### src/rtl/lirq_pkg.sv
package lirq_pkg;
    localparam int NSRC = 7;
    localparam int SRC_WD   = 0;
    localparam int SRC_CMP  = 1;
    localparam int SRC_TMR  = 2;
    localparam int SRC_PERF = 3;
    localparam int SRC_SW0  = 4;
    localparam int SRC_SW1  = 5;
    localparam int SRC_DBG  = 6;

    localparam logic [3:0] OFF_ROUTE  = 4'd0;
    localparam logic [3:0] OFF_PEND   = 4'd1;
    localparam logic [3:0] OFF_MASK   = 4'd2;
    localparam logic [3:0] OFF_EN_SET = 4'd3;
    localparam logic [3:0] OFF_EN_CLR = 4'd4;
    localparam logic [3:0] OFF_PEER   = 4'd5;
    localparam logic [3:0] OFF_SW_SET = 4'd6;
    localparam logic [3:0] OFF_SW_CLR = 4'd7;
    localparam logic [3:0] OFF_MAP0   = 4'd8;
endpackage

### src/rtl/lirq_core_regs.sv
module lirq_core_regs
    import lirq_pkg::*;
#(
    parameter int DW = 32,
    parameter int PW = 3,
    parameter int CW = 2,
    parameter logic [3:0] ROUTE_RST = 4'hF
) (
    input  logic                 clk,
    input  logic                 rst_n,
    input  logic                 wr_en,
    input  logic [3:0]           wr_off,
    input  logic [DW-1:0]        wr_data,
    input  logic [NSRC-1:0]      hw_lvl,
    input  logic [3:0]           rd_off,
    output logic [DW-1:0]        rd_data,
    output logic [NSRC-1:0]      dlv,
    output logic [NSRC-1:0]      routable,
    output logic [NSRC-1:0]      map_en,
    output logic [NSRC*PW-1:0]   map_pin,
    output logic [CW-1:0]        peer
);
    typedef struct packed {
        logic [3:0]         route;
        logic [NSRC-1:0]    mask;
        logic [1:0]         swp;
        logic [CW-1:0]      peer;
        logic [NSRC-1:0]    men;
        logic [NSRC*PW-1:0] mpin;
    } st_t;

    st_t st_d, st_q;
    logic [NSRC-1:0] pend;

    always_comb begin
        pend = hw_lvl;
        pend[SRC_SW0] = st_q.swp[0];
        pend[SRC_SW1] = st_q.swp[1];
    end

    always_comb begin
        st_d = st_q;
        if (wr_en) begin
            case (wr_off)
                OFF_ROUTE:  st_d.route = wr_data[3:0];
                OFF_EN_SET: st_d.mask  = st_q.mask | wr_data[NSRC-1:0];
                OFF_EN_CLR: st_d.mask  = st_q.mask & ~wr_data[NSRC-1:0];
                OFF_PEER:   st_d.peer  = wr_data[CW-1:0];
                OFF_SW_SET: st_d.swp   = st_q.swp | wr_data[SRC_SW1:SRC_SW0];
                OFF_SW_CLR: st_d.swp   = st_q.swp & ~wr_data[SRC_SW1:SRC_SW0];
                default: begin
                    for (int s = 0; s < NSRC; s++) begin
                        if (wr_off == OFF_MAP0 + 4'(s)) begin
                            st_d.men[s]           = wr_data[DW-1];
                            st_d.mpin[s*PW +: PW] = wr_data[PW-1:0];
                        end
                    end
                end
            endcase
        end
    end

    always_ff @(posedge clk or negedge rst_n) begin
        if (!rst_n) begin
            st_q <= '{route: ROUTE_RST, default: '0};
        end else begin
            st_q <= st_d;
        end
    end

    always_comb begin
        rd_data = '0;
        case (rd_off)
            OFF_ROUTE: rd_data[3:0]      = st_q.route;
            OFF_PEND:  rd_data[NSRC-1:0] = pend;
            OFF_MASK:  rd_data[NSRC-1:0] = st_q.mask;
            OFF_PEER:  rd_data[CW-1:0]   = st_q.peer;
            default: begin
                for (int s = 0; s < NSRC; s++) begin
                    if (rd_off == OFF_MAP0 + 4'(s)) begin
                        rd_data[DW-1]   = st_q.men[s];
                        rd_data[PW-1:0] = st_q.mpin[s*PW +: PW];
                    end
                end
            end
        endcase
    end

    assign dlv      = pend & st_q.mask;
    assign routable = {st_q.route[2], st_q.route[3], st_q.route[3],
                       st_q.route[1], st_q.route[0], 1'b1, 1'b1};
    assign map_en   = st_q.men;
    assign map_pin  = st_q.mpin;
    assign peer     = st_q.peer;


    en_set_chk: assert property (@(posedge clk) disable iff (!rst_n)
        (wr_en && wr_off == OFF_EN_SET) |=>
        ((st_q.mask & $past(wr_data[NSRC-1:0])) == $past(wr_data[NSRC-1:0])));

    en_clr_chk: assert property (@(posedge clk) disable iff (!rst_n)
        (wr_en && wr_off == OFF_EN_CLR) |=>
        ((st_q.mask & $past(wr_data[NSRC-1:0])) == '0));

    sw_set_chk: assert property (@(posedge clk) disable iff (!rst_n)
        (wr_en && wr_off == OFF_SW_SET && wr_data[SRC_SW0]) |=> st_q.swp[0]);

    peer_hold_chk: assert property (@(posedge clk) disable iff (!rst_n)
        !wr_en |=> $stable(st_q.peer));
endmodule

### src/rtl/lirq_pin_route.sv
module lirq_pin_route
    import lirq_pkg::*;
#(
    parameter int NPINS = 6,
    parameter int PW = 3
) (
    input  logic                clk,
    input  logic                rst_n,
    input  logic [NSRC-1:0]     dlv,
    input  logic [NSRC-1:0]     routable,
    input  logic [NSRC-1:0]     map_en,
    input  logic [NSRC*PW-1:0]  map_pin,
    output logic [NPINS-1:0]    pins
);
    logic [NSRC-1:0] live;
    assign live = dlv & routable & map_en;

    for (genvar p = 0; p < NPINS; p++) begin : g_pin
        always_comb begin
            pins[p] = 1'b0;
            for (int s = 0; s < NSRC; s++) begin
                if (live[s] && map_pin[s*PW +: PW] == PW'(p)) pins[p] = 1'b1;
            end
        end
    end


    pin_src_chk: assert property (@(posedge clk) disable iff (!rst_n)
        (|pins) |-> (|(dlv & routable & map_en)));

    blocked_tmr_chk: assert property (@(posedge clk) disable iff (!rst_n)
        (!routable[SRC_TMR] && live == '0) |-> (pins == '0));
endmodule

### src/rtl/lirq_unit.sv
module lirq_unit
    import lirq_pkg::*;
#(
    parameter int NCORES = 4,
    parameter int NPINS  = 6,
    parameter int DW     = 32,
    localparam int CW    = $clog2(NCORES),
    localparam int PW    = $clog2(NPINS)
) (
    input  logic                    clk,
    input  logic                    rst_n,
    input  logic [CW-1:0]           req_core,
    input  logic                    req_wr,
    input  logic [4:0]              req_addr,
    input  logic [DW-1:0]           req_wdata,
    output logic [DW-1:0]           req_rdata,
    input  logic [NCORES*NSRC-1:0]  hw_src,
    output logic [NCORES*NPINS-1:0] core_pins,
    output logic [NCORES*NSRC-1:0]  core_dlv
);
    logic [DW-1:0] rd_all [NCORES];
    logic [CW-1:0] peer_all [NCORES];
    logic          win_peer;
    logic [3:0]    off;
    logic [CW-1:0] tgt;
    logic          peer_reg_blk;

    assign win_peer     = req_addr[4];
    assign off          = req_addr[3:0];
    assign tgt          = win_peer ? peer_all[req_core] : req_core;
    assign peer_reg_blk = win_peer && (off == OFF_PEER);

    for (genvar c = 0; c < NCORES; c++) begin : g_core
        logic [NSRC-1:0]    dlv, rout, men;
        logic [NSRC*PW-1:0] mpin;
        logic               wr_here;

        assign wr_here = req_wr && (tgt == CW'(c)) && !peer_reg_blk;

        lirq_core_regs #(.DW(DW), .PW(PW), .CW(CW)) u_regs (
            .clk      (clk),
            .rst_n    (rst_n),
            .wr_en    (wr_here),
            .wr_off   (off),
            .wr_data  (req_wdata),
            .hw_lvl   (hw_src[c*NSRC +: NSRC]),
            .rd_off   (off),
            .rd_data  (rd_all[c]),
            .dlv      (dlv),
            .routable (rout),
            .map_en   (men),
            .map_pin  (mpin),
            .peer     (peer_all[c])
        );

        lirq_pin_route #(.NPINS(NPINS), .PW(PW)) u_route (
            .clk      (clk),
            .rst_n    (rst_n),
            .dlv      (dlv),
            .routable (rout),
            .map_en   (men),
            .map_pin  (mpin),
            .pins     (core_pins[c*NPINS +: NPINS])
        );

        assign core_dlv[c*NSRC +: NSRC] = dlv;
    end

    assign req_rdata = peer_reg_blk ? '0 : rd_all[tgt];


    peer_rd_chk: assert property (@(posedge clk) disable iff (!rst_n)
        (win_peer && off == OFF_PEER) |-> (req_rdata == '0));
endmodule

### config.mk
export PLATFORM = sky130hd
export DESIGN_NAME = lirq_unit
export DESIGN_NICKNAME = d
export VERILOG_FILES = /design/src/rtl/lirq_pkg.sv /design/src/rtl/lirq_core_regs.sv /design/src/rtl/lirq_pin_route.sv /design/src/rtl/lirq_unit.sv
export SDC_FILE = /design/constraint.sdc
export NUM_CORES = 1
export LEC_CHECK = 0
export BUFFER_PORTS_ARGS = -buffer_cell sky130_fd_sc_hd__buf_2
export CAP_MARGIN = 0
export CORE_ASPECT_RATIO = 0.75
export CORE_MARGIN = 5
export CORE_UTILIZATION = 55
export DETAILED_ROUTE_END_ITERATION = 10
export PLACE_DENSITY_LB_ADDON = 0.12
export SYNTH_ARGS = -nofsm -noshare
export SYNTH_HDL_FRONTEND = slang
export SYNTH_HIERARCHICAL = 1
export SYNTH_SLANG_ARGS = --single-unit
### constraint.sdc
create_clock -name clk -period 2.8 [get_ports clk]
set_clock_uncertainty 0.15 [all_clocks]
set_input_delay 0.42 -clock clk [delete_from_list [all_inputs] [get_ports clk]]
set_output_delay 0.42 -clock clk [all_outputs]
set_load 0.02 [all_outputs]
==> flow_metrics.tcl, run 1 <==
set metrics [dict create \
    avgViaCountPerCell 6.06 \
    startpoint_type "register" \
    track_usage_pct 28.2 \
    clk_pin_slew_ns 0.08 \
    ir_worst_vdd_mv 0.429 \
    fmaxAchievable_mhz 338 \
    floorplan.die_area_um2 29400 \
    clock_sink_count 172 \
    final_period_minus_worst_setup_slack_ns 2.96 \
    grt_pass1_vias 11300 \
    post_route_wl_um 41500 \
    path_common_cell "sky130_fd_sc_hd__buf_4" \
    failed_checks "negative setup slack" \
    maxSlewHeadroom_pct 45.6 \
    hold_path_depth 3 \
    netSwitchingFraction_pct 36.1 \
    dr_total_vias 12100 \
    rsz0062_at_grt "yes" \
    drt_iter0_markers 1106 \
    worst_setup_path_end_kind "output port" \
    synth_seq_cells 172 \
    hp-class "primary input to register" \
    maximum_net_fanout_on_the_critical_path 2 \
    worst-setup-path-type "register to output port" \
    critical_path_cell_count 9 \
    cp.arrival_ns 2.39 \
    timing_hold_violations_final 0 \
    cts_tree "done" \
    detail_route.drc_violations 0 \
    maxCapViolations 0 \
    die_x_um 196 \
    crit_path_max_delay_family "compound AO/OA/AOI/OAI gates" \
    top_level_ports 154 \
    placedInstanceArea_um2 14200 \
    setup_slack_ns -0.162 \
    wl_per_cell_um 20.8 \
    comb_power_share_pct 25.0 \
    port_buffers 97 \
    grt_first_pass_wirelength_um 65400 \
    route.antenna.remaining_nets 0 \
    total_leakage_power_nw 6.59 \
    drt_first_pass_iters 5 \
    multiInputGateArea_um2 8190 \
    gp_congestion 0.916 \
    antenna-diode-count 0 \
    post_synth_inst_count 1632 \
    core_area_um2 25800 \
    internal_power_mw 4.94 \
    async_reset_ff_share_pct 100 \
    number_of_synthesized_flops_with_an_enable_pin 0 \
    report.final.slew_viol_count 0 \
    worst_slew_pin_slew_ns 0.816 \
    die_height_um 150 \
    power_switching_mw 2.79 \
    filler_cell_count 2340 \
    cts.path.max_buffers 2 \
    worst-r2r-cell-count 8 \
    power-per-cell-area_nw_per_um2 505 \
    critical_path_buf_inv_count 3 \
    htree_levels 4 \
    layout-drive-gt1-share_pct 29.2 \
    area_growth_syn_to_layout_pct 7.01 \
    stdcell_area_um2 15300 \
    postSynthAreaPerCell_um2 8.77 \
    path_cells "nor3b_2 -> a31oi_1 -> o311a_1 -> a21oi_2 -> buf_4 -> mux2i_2 -> o211ai_1 -> buf_4 -> buf_6" \
    maximum_number_of_pins_on_one_net_before_global_route_repair 62 \
    rows 51 \
    p_total_mw 7.73 \
    clk-insertion-delay-late_ns 0.44 \
    max_stage_delay_ns 0.54 \
    yosys_warnings 6 \
    final_nets 1710 \
    floorplan.initialDensity_pct 55.5 \
    most_common_cell_after_layout_fill_and_taps_aside "sky130_fd_sc_hd__dfrtp_1" \
    synth_top_flop_cell "sky130_fd_sc_hd__dfrtp_1" \
    run_status "complete, but fails checks" \
    setup_viol 3 \
    power.sequential.fraction_pct 43.7 \
    grt_overflow_total 0 \
    cp_slowest_cell "sky130_fd_sc_hd__dfstp_2" \
    share_of_the_yosys_chip_area_belonging_to_registers_pct 30.2 \
    final_cycle_share_pct 106 \
    commonest_non_fill_non_tap_cells_in_the_layout "sky130_fd_sc_hd__dfrtp_1, sky130_fd_sc_hd__nand2_1, sky130_fd_sc_hd__mux2_2, sky130_fd_sc_hd__buf_4, sky130_fd_sc_hd__conb_1" \
    cts_inserted_buffers 17 \
    regArea_um2 4330 \
    synthesis.area_um2 14300 \
    pwr-share-clk_pct 31.3 \
    count_of_unique_library_cells_instantiated_by_yosys 62 \
    cts.root.buffer_cell "sky130_fd_sc_hd__clkbuf_16" \
    hpwlAfterDp_um 30100 \
    cp.required_ns 2.23 \
    antenna_found_initial 0 \
]
logic make-up (layout without fill, tap and decap cells):
logic type,count (synthesis),count (layout),share of synthesized area [%]
compound gates,236,236,11.5
buf+inv,357,282,16.6
flops,172,172,30.2
mux,220,220,17.1
other cells,8,104,0.210
simple gates,639,639,24.5
what timing repair did:
action,4_1_cts,5_1_grt
hold buffers,1,0
setup buffers,20,10
hold endpoints to repair,55,0
gates resized for setup,49,34
pin swaps,18,9
endpoints found under the setup margin,11,23
worst min-delay path: stages:
cell and delay, ns:
sky130_fd_sc_hd__buf_2 0.16, sky130_fd_sc_hd__nand2_1 0.08, sky130_fd_sc_hd__mux2_1 0.12
final cells by class:
type                    instances  area share, %
clock inverters                15           1.09
multi-input cells            1199           53.5
well taps                     344           2.81
flip-flops and latches        172           28.2
inverters                      24          0.588
repair buffers                226           11.0
clock buffers                  17           2.78
routing by layer:
| metal | global-route usage, % | vias to the layer above | part of all wire, % |
|---|---|---|---|
| met5 | 0 | - | 0 |
| met4 | 5.65 | 0 | 1.2 |
| met3 | 4.16 | 33 | 7.8 |
| met2 | 41.3 | 487 | 44 |
| met1 | 44.1 | 5955 | 47 |
| li1 | - | 5617 | - |
metrics by stage:
step | worst slack (ns) | TNS (ns) | util, % | instances | hold slack (ns)
floorplan | 0.0826 | 0 | - | 1728 | -0.0256
global placement | -0.0910 | -2.03 | 55.0 | 1934 | 0.303
detailed placement | -0.107 | -2.78 | 55.0 | 1934 | 0.307
CTS | -0.199 | -0.441 | 58.5 | 1987 | 0.199
global route | -0.283 | -0.814 | 59.4 | 1997 | 0.218
finish | -0.162 | -0.348 | 59.4 | 1997 | 0.228
worst paths after layout:
path	from	endpoint	slack, ns
setup / recovery	g_core[2].u_regs/routable[2]	req_rdata[0]	-0.16
hold / removal	req_wdata[6]	register	0.23
setup reg to reg	g_core[1].u_regs/peer[1]	g_core[0].u_regs/map_en[5]	0.15
hold reg to reg	register	register	0.36
max in group asynchronous	rst_n	g_core[1].u_regs/routable[3]	1.23
min in group asynchronous	rst_n	g_core[1].u_regs/map_pin[9]	0.39
power groups by stage:
stage	Sequential, mW	Combinational (mW)	Clock (mW)
2_1_floorplan	3.10	1.82	0
3_3_place_gp	3.40	1.70	0
3_5_place_dp	3.41	1.73	0
4_1_cts	3.36	1.83	2.47
5_1_grt	3.44	2.09	2.58
6_report	3.38	1.93	2.42
Yosys cell counts, types with 12 or more instances:
cell / number / area, µm²
sky130_fd_sc_hd__nor2b_1: 24 / 150
sky130_fd_sc_hd__inv_1: 24 / 90.1
sky130_fd_sc_hd__a21oi_1: 45 / 225
sky130_fd_sc_hd__a22oi_1: 16 / 120
sky130_fd_sc_hd__clkbuf_1: 37 / 139
sky130_fd_sc_hd__nor4_1: 28 / 175
sky130_fd_sc_hd__mux2_2: 124 / 1400
sky130_fd_sc_hd__o22ai_1: 28 / 175
sky130_fd_sc_hd__and2_1: 28 / 175
sky130_fd_sc_hd__nand2_1: 136 / 510
sky130_fd_sc_hd__buf_4: 254 / 1910
sky130_fd_sc_hd__a31oi_1: 16 / 100
sky130_fd_sc_hd__buf_2: 20 / 100
sky130_fd_sc_hd__nand2b_1: 41 / 257
sky130_fd_sc_hd__nor3_1: 68 / 340
sky130_fd_sc_hd__o21ai_0: 28 / 140
sky130_fd_sc_hd__nor3b_1: 20 / 150
sky130_fd_sc_hd__dfstp_2: 16 / 420
sky130_fd_sc_hd__o211ai_1: 40 / 300
sky130_fd_sc_hd__nand3b_1: 12 / 90.1
sky130_fd_sc_hd__nor2_1: 78 / 293
sky130_fd_sc_hd__dfrtp_1: 156 / 3900
sky130_fd_sc_hd__nand4_1: 24 / 150
sky130_fd_sc_hd__nand4b_1: 16 / 140
sky130_fd_sc_hd__nand3_1: 100 / 500
sky130_fd_sc_hd__mux2i_1: 64 / 641
sky130_fd_sc_hd__mux2_1: 28 / 315
No activity file was read; power rests on OpenSTA's default activity.
==> inputs of run 2 (changes only) <==
--- a/config.mk
+++ b/config.mk
@@ -6,8 +6,9 @@
 export NUM_CORES = 1
 export LEC_CHECK = 0
+export ABC_AREA = 1
 export BUFFER_PORTS_ARGS = -buffer_cell sky130_fd_sc_hd__buf_2
 export CAP_MARGIN = 0
 export CORE_ASPECT_RATIO = 0.75
-export CORE_MARGIN = 5
+export CORE_MARGIN = 4
 export CORE_UTILIZATION = 55
 export DETAILED_ROUTE_END_ITERATION = 10
==> constraint.sdc (replaced) <==
create_clock -name clk -period 2.8 [get_ports clk]
set_clock_uncertainty 0.15 [all_clocks]
set_input_delay 0.28 -clock clk [delete_from_list [all_inputs] [get_ports clk]]
set_output_delay 0.28 -clock clk [all_outputs]
set_load 0.02 [all_outputs]
==> run 2 against run 1 <==
  * The flow now finishes without violations
  * Critical path depth grew 2
  * Synthesized cell count grew 44%
  * First-iteration DRC count grew 11%
  * Count of clock-buffer cells in the layout grew 2
  * Clock power is essentially flat
  * Utilization shrank 3.3 points
  * Critical path type is now primary input to output port
  * Highest routed layer unchanged
  * Via count grew 17%
  * Cell count grew 34%
  * Sequential share of layout area grew 0.35 points
  * Die area grew 2.2%
  * Flip-flop and latch count is the same
  * Maximum frequency grew 10%
==> flow_metrics.tcl, run 2 <==
set metrics [dict create \
    run_status "complete, no violations" \
    cp_slowest_cell "sky130_fd_sc_hd__clkbuf_4" \
    power-per-cell-area_nw_per_um2 543 \
    final_cycle_share_pct 95.9 \
    post_synth_inst_count 2350 \
    core_area_um2 26900 \
    cts.root.buffer_cell "sky130_fd_sc_hd__clkbuf_16" \
    drt_iter0_markers 1231 \
    drt_first_pass_iters 6 \
    number_of_synthesized_flops_with_an_enable_pin 0 \
    clock_sink_count 172 \
    total_leakage_power_nw 7.97 \
    detail_route.drc_violations 0 \
    timing_hold_violations_final 0 \
    max_stage_delay_ns 0.28 \
    postCtsSetupRepairBufs 0 \
    layout-drive-gt1-share_pct 15.7 \
    yosys_warnings 6 \
    crit_path_max_delay_family "simple AND/OR/NAND/NOR gates" \
    final_nets 2386 \
    track_usage_pct 27.9 \
    clk-insertion-delay-late_ns 0.44 \
    maxSlewHeadroom_pct 60.4 \
    preCtsSetupSlack_ns 0.0737 \
    setup_total_negative_slack_ns 0 \
    cts.path.max_buffers 2 \
    finalNonFillerCells 2680 \
    async_reset_ff_share_pct 100 \
    postSynthAreaPerCell_um2 6.39 \
    area_growth_syn_to_layout_pct 0.784 \
    cts_inserted_buffers 17 \
    die_x_um 199 \
    antenna_found_initial 0 \
    setup_viol 0 \
    critPathLaunch "req_addr[3]" \
    worstHoldStart "req_wdata[6]" \
    final_period_minus_worst_setup_slack_ns 2.68 \
    cp.required_ns 2.37 \
    floorplan.die_area_um2 30000 \
    maximum_net_fanout_on_the_critical_path 25 \
    synthesis.area_um2 15000 \
    rsz0062_at_grt "no" \
    critical_path_buf_inv_count 2 \
    p_total_mw 8.22 \
    startpoint_type "primary input" \
    setup_slack_ns 0.115 \
    wl_per_cell_um 15.6 \
    grt_first_pass_wirelength_um 66900 \
    maxCapViolations 0 \
    htree_levels 4 \
    share_of_the_yosys_chip_area_belonging_to_registers_pct 28.8 \
    antenna-diode-count 0 \
    gp_congestion 0.931 \
    worst_setup_path_end_kind "output port" \
    synth_top_flop_cell "sky130_fd_sc_hd__dfrtp_1" \
    avgViaCountPerCell 5.28 \
    synth_top_area_share_pct 26.0 \
    grt_overflow_total 0 \
    top_level_ports 154 \
    commonest_non_fill_non_tap_cells_in_the_layout "sky130_fd_sc_hd__nand2_1, sky130_fd_sc_hd__nand3_1, sky130_fd_sc_hd__nor2_1, sky130_fd_sc_hd__inv_1, sky130_fd_sc_hd__dfrtp_1" \
    report.final.slew_viol_count 0 \
    netlist_top_cells_count "sky130_fd_sc_hd__nand2_1, sky130_fd_sc_hd__nand3_1, sky130_fd_sc_hd__buf_4" \
    hp-class "primary input to register" \
    post_synth_main_area_contributors "sky130_fd_sc_hd__dfrtp_1, sky130_fd_sc_hd__nand2_1, sky130_fd_sc_hd__buf_4, sky130_fd_sc_hd__nand3_1, sky130_fd_sc_hd__nor2_1" \
    synth_area_leader_cell "sky130_fd_sc_hd__dfrtp_1" \
    rows 52 \
    die_height_um 151 \
    placedInstanceArea_um2 14500 \
    worst_hold_slack_ns 0.0487 \
    dr_total_vias 14100 \
    reg_to_reg_startpoint "g_core[0].u_regs/peer[0]" \
    numPlacedInstances 2647 \
    worst-setup-path-type "primary input to output port" \
    ir_worst_vdd_mv 0.432 \
    cp.arrival_ns 2.25 \
    worst_slew_pin_slew_ns 0.595 \
    filler_cell_count 2763 \
    cell_with_the_most_instances_after_synthesis "sky130_fd_sc_hd__nand2_1" \
    cts_tree "done" \
    clk_pin_slew_ns 0.07 \
    maximum_number_of_pins_on_one_net_before_global_route_repair 77 \
    path_cells "clkbuf_4 -> nor2_1 -> nand3_1 -> o21ai_0 -> nor2_1 -> nand4_1 -> nand3_1 -> nand2_1 -> nand2_1 -> a21oi_1 -> buf_2" \
    grt_pass1_vias 12700 \
    port_buffers 97 \
    post_route_wl_um 41700 \
    fmaxAchievable_mhz 372 \
    floorplan.initialDensity_pct 55.7 \
    synth_seq_cells 172 \
    hpwlAfterDp_um 31600 \
    most_common_cell_after_layout_fill_and_taps_aside "sky130_fd_sc_hd__nand2_1" \
    fin_util_pct 56.2 \
    route.antenna.remaining_nets 0 \
    stdcell_area_um2 15100 \
    count_of_unique_library_cells_instantiated_by_yosys 31 \
]
## run 2: cell count changes after synthesis, sizes merged, moves of 64 or more
| cell | change |
|---|---|
| nand2 | +552 |
| nor2 | +249 |
| inv | +225 |
| nand3 | +220 |
| mux2 | -148 |
| o21ai | +116 |
| mux2i | -64 |
## run 2: area by class of cell
type                            count  area (µm²)  area share, %
Sequential cell                   172        4320           28.6
Tap cell                          351         439           2.90
Clock inverter                     13         149          0.984
Multi-Input combinational cell   1736        7990           52.8
Inverter                          249         937           6.20
Timing Repair Buffer              140         847           5.60
Clock buffer                       19         443           2.93
## run 2: path summary, 6_finish.rpt
kind / slack [ns] / cells after the start / to
worst min register to register: 0.36 / 2 / g_core[0].u_regs/routable[2]
worst max register to register: 0.37 / 12 / g_core[3].u_regs/map_pin[7]
min in group asynchronous: 0.17 / 2 / g_core[3].u_regs/map_pin[11]
worst min-delay path: 0.05 / 3 / register
worst max-delay path: 0.12 / 11 / req_rdata[0]
max in group asynchronous: 1.50 / 3 / g_core[3].u_regs/routable[6]
## run 2: worst register-to-register path, delay by kind of cell, from the launching register on
| family | cells | cell delay, ns |
|---|---|---|
| AO/OA/AOI/OAI | 1 | 0.08 |
| AND/OR/NAND/NOR | 8 | 1.28 |
| flip-flops | 1 | 0.41 |
| buffers and inverters | 3 | 0.39 |
## run 2: logic make-up (layout without fill, tap and decap cells)
family	Yosys count	count (layout)	share of synthesized area (%)
other	8	104	0.200
and+or+nand+nor	1395	1395	41.9
AOI/OAI and AO/OA	233	233	8.31
DFF	172	172	28.8
buffers and inverters	538	421	20.5
muxes	4	4	0.300
## run 2: per-layer routing
layer	routed length, µm	vias to the layer above	share of wire (%)	track usage [%]
li1	-	7069	-	-
met1	19500	6510	47	41.8
met2	18500	518	44	42.8
met3	3100	50	7.4	4.78
met4	583	0	1.4	5.09
met5	0	-	0	0
## run 2: power by group
part	internal, mW	leakage [nW]	switching (mW)
clock	1.29	0.282	1.13
sequential	2.96	2.17	0.597
combinational	0.707	5.51	1.53
total	4.96	7.97	3.26
## run 2: timing repair
action                                  in CTS  in global routing
endpoints found under the setup margin       0                  7
resized for setup                            0                 12
hold buffers                                 1                  0
hold endpoints to repair                    32                  0
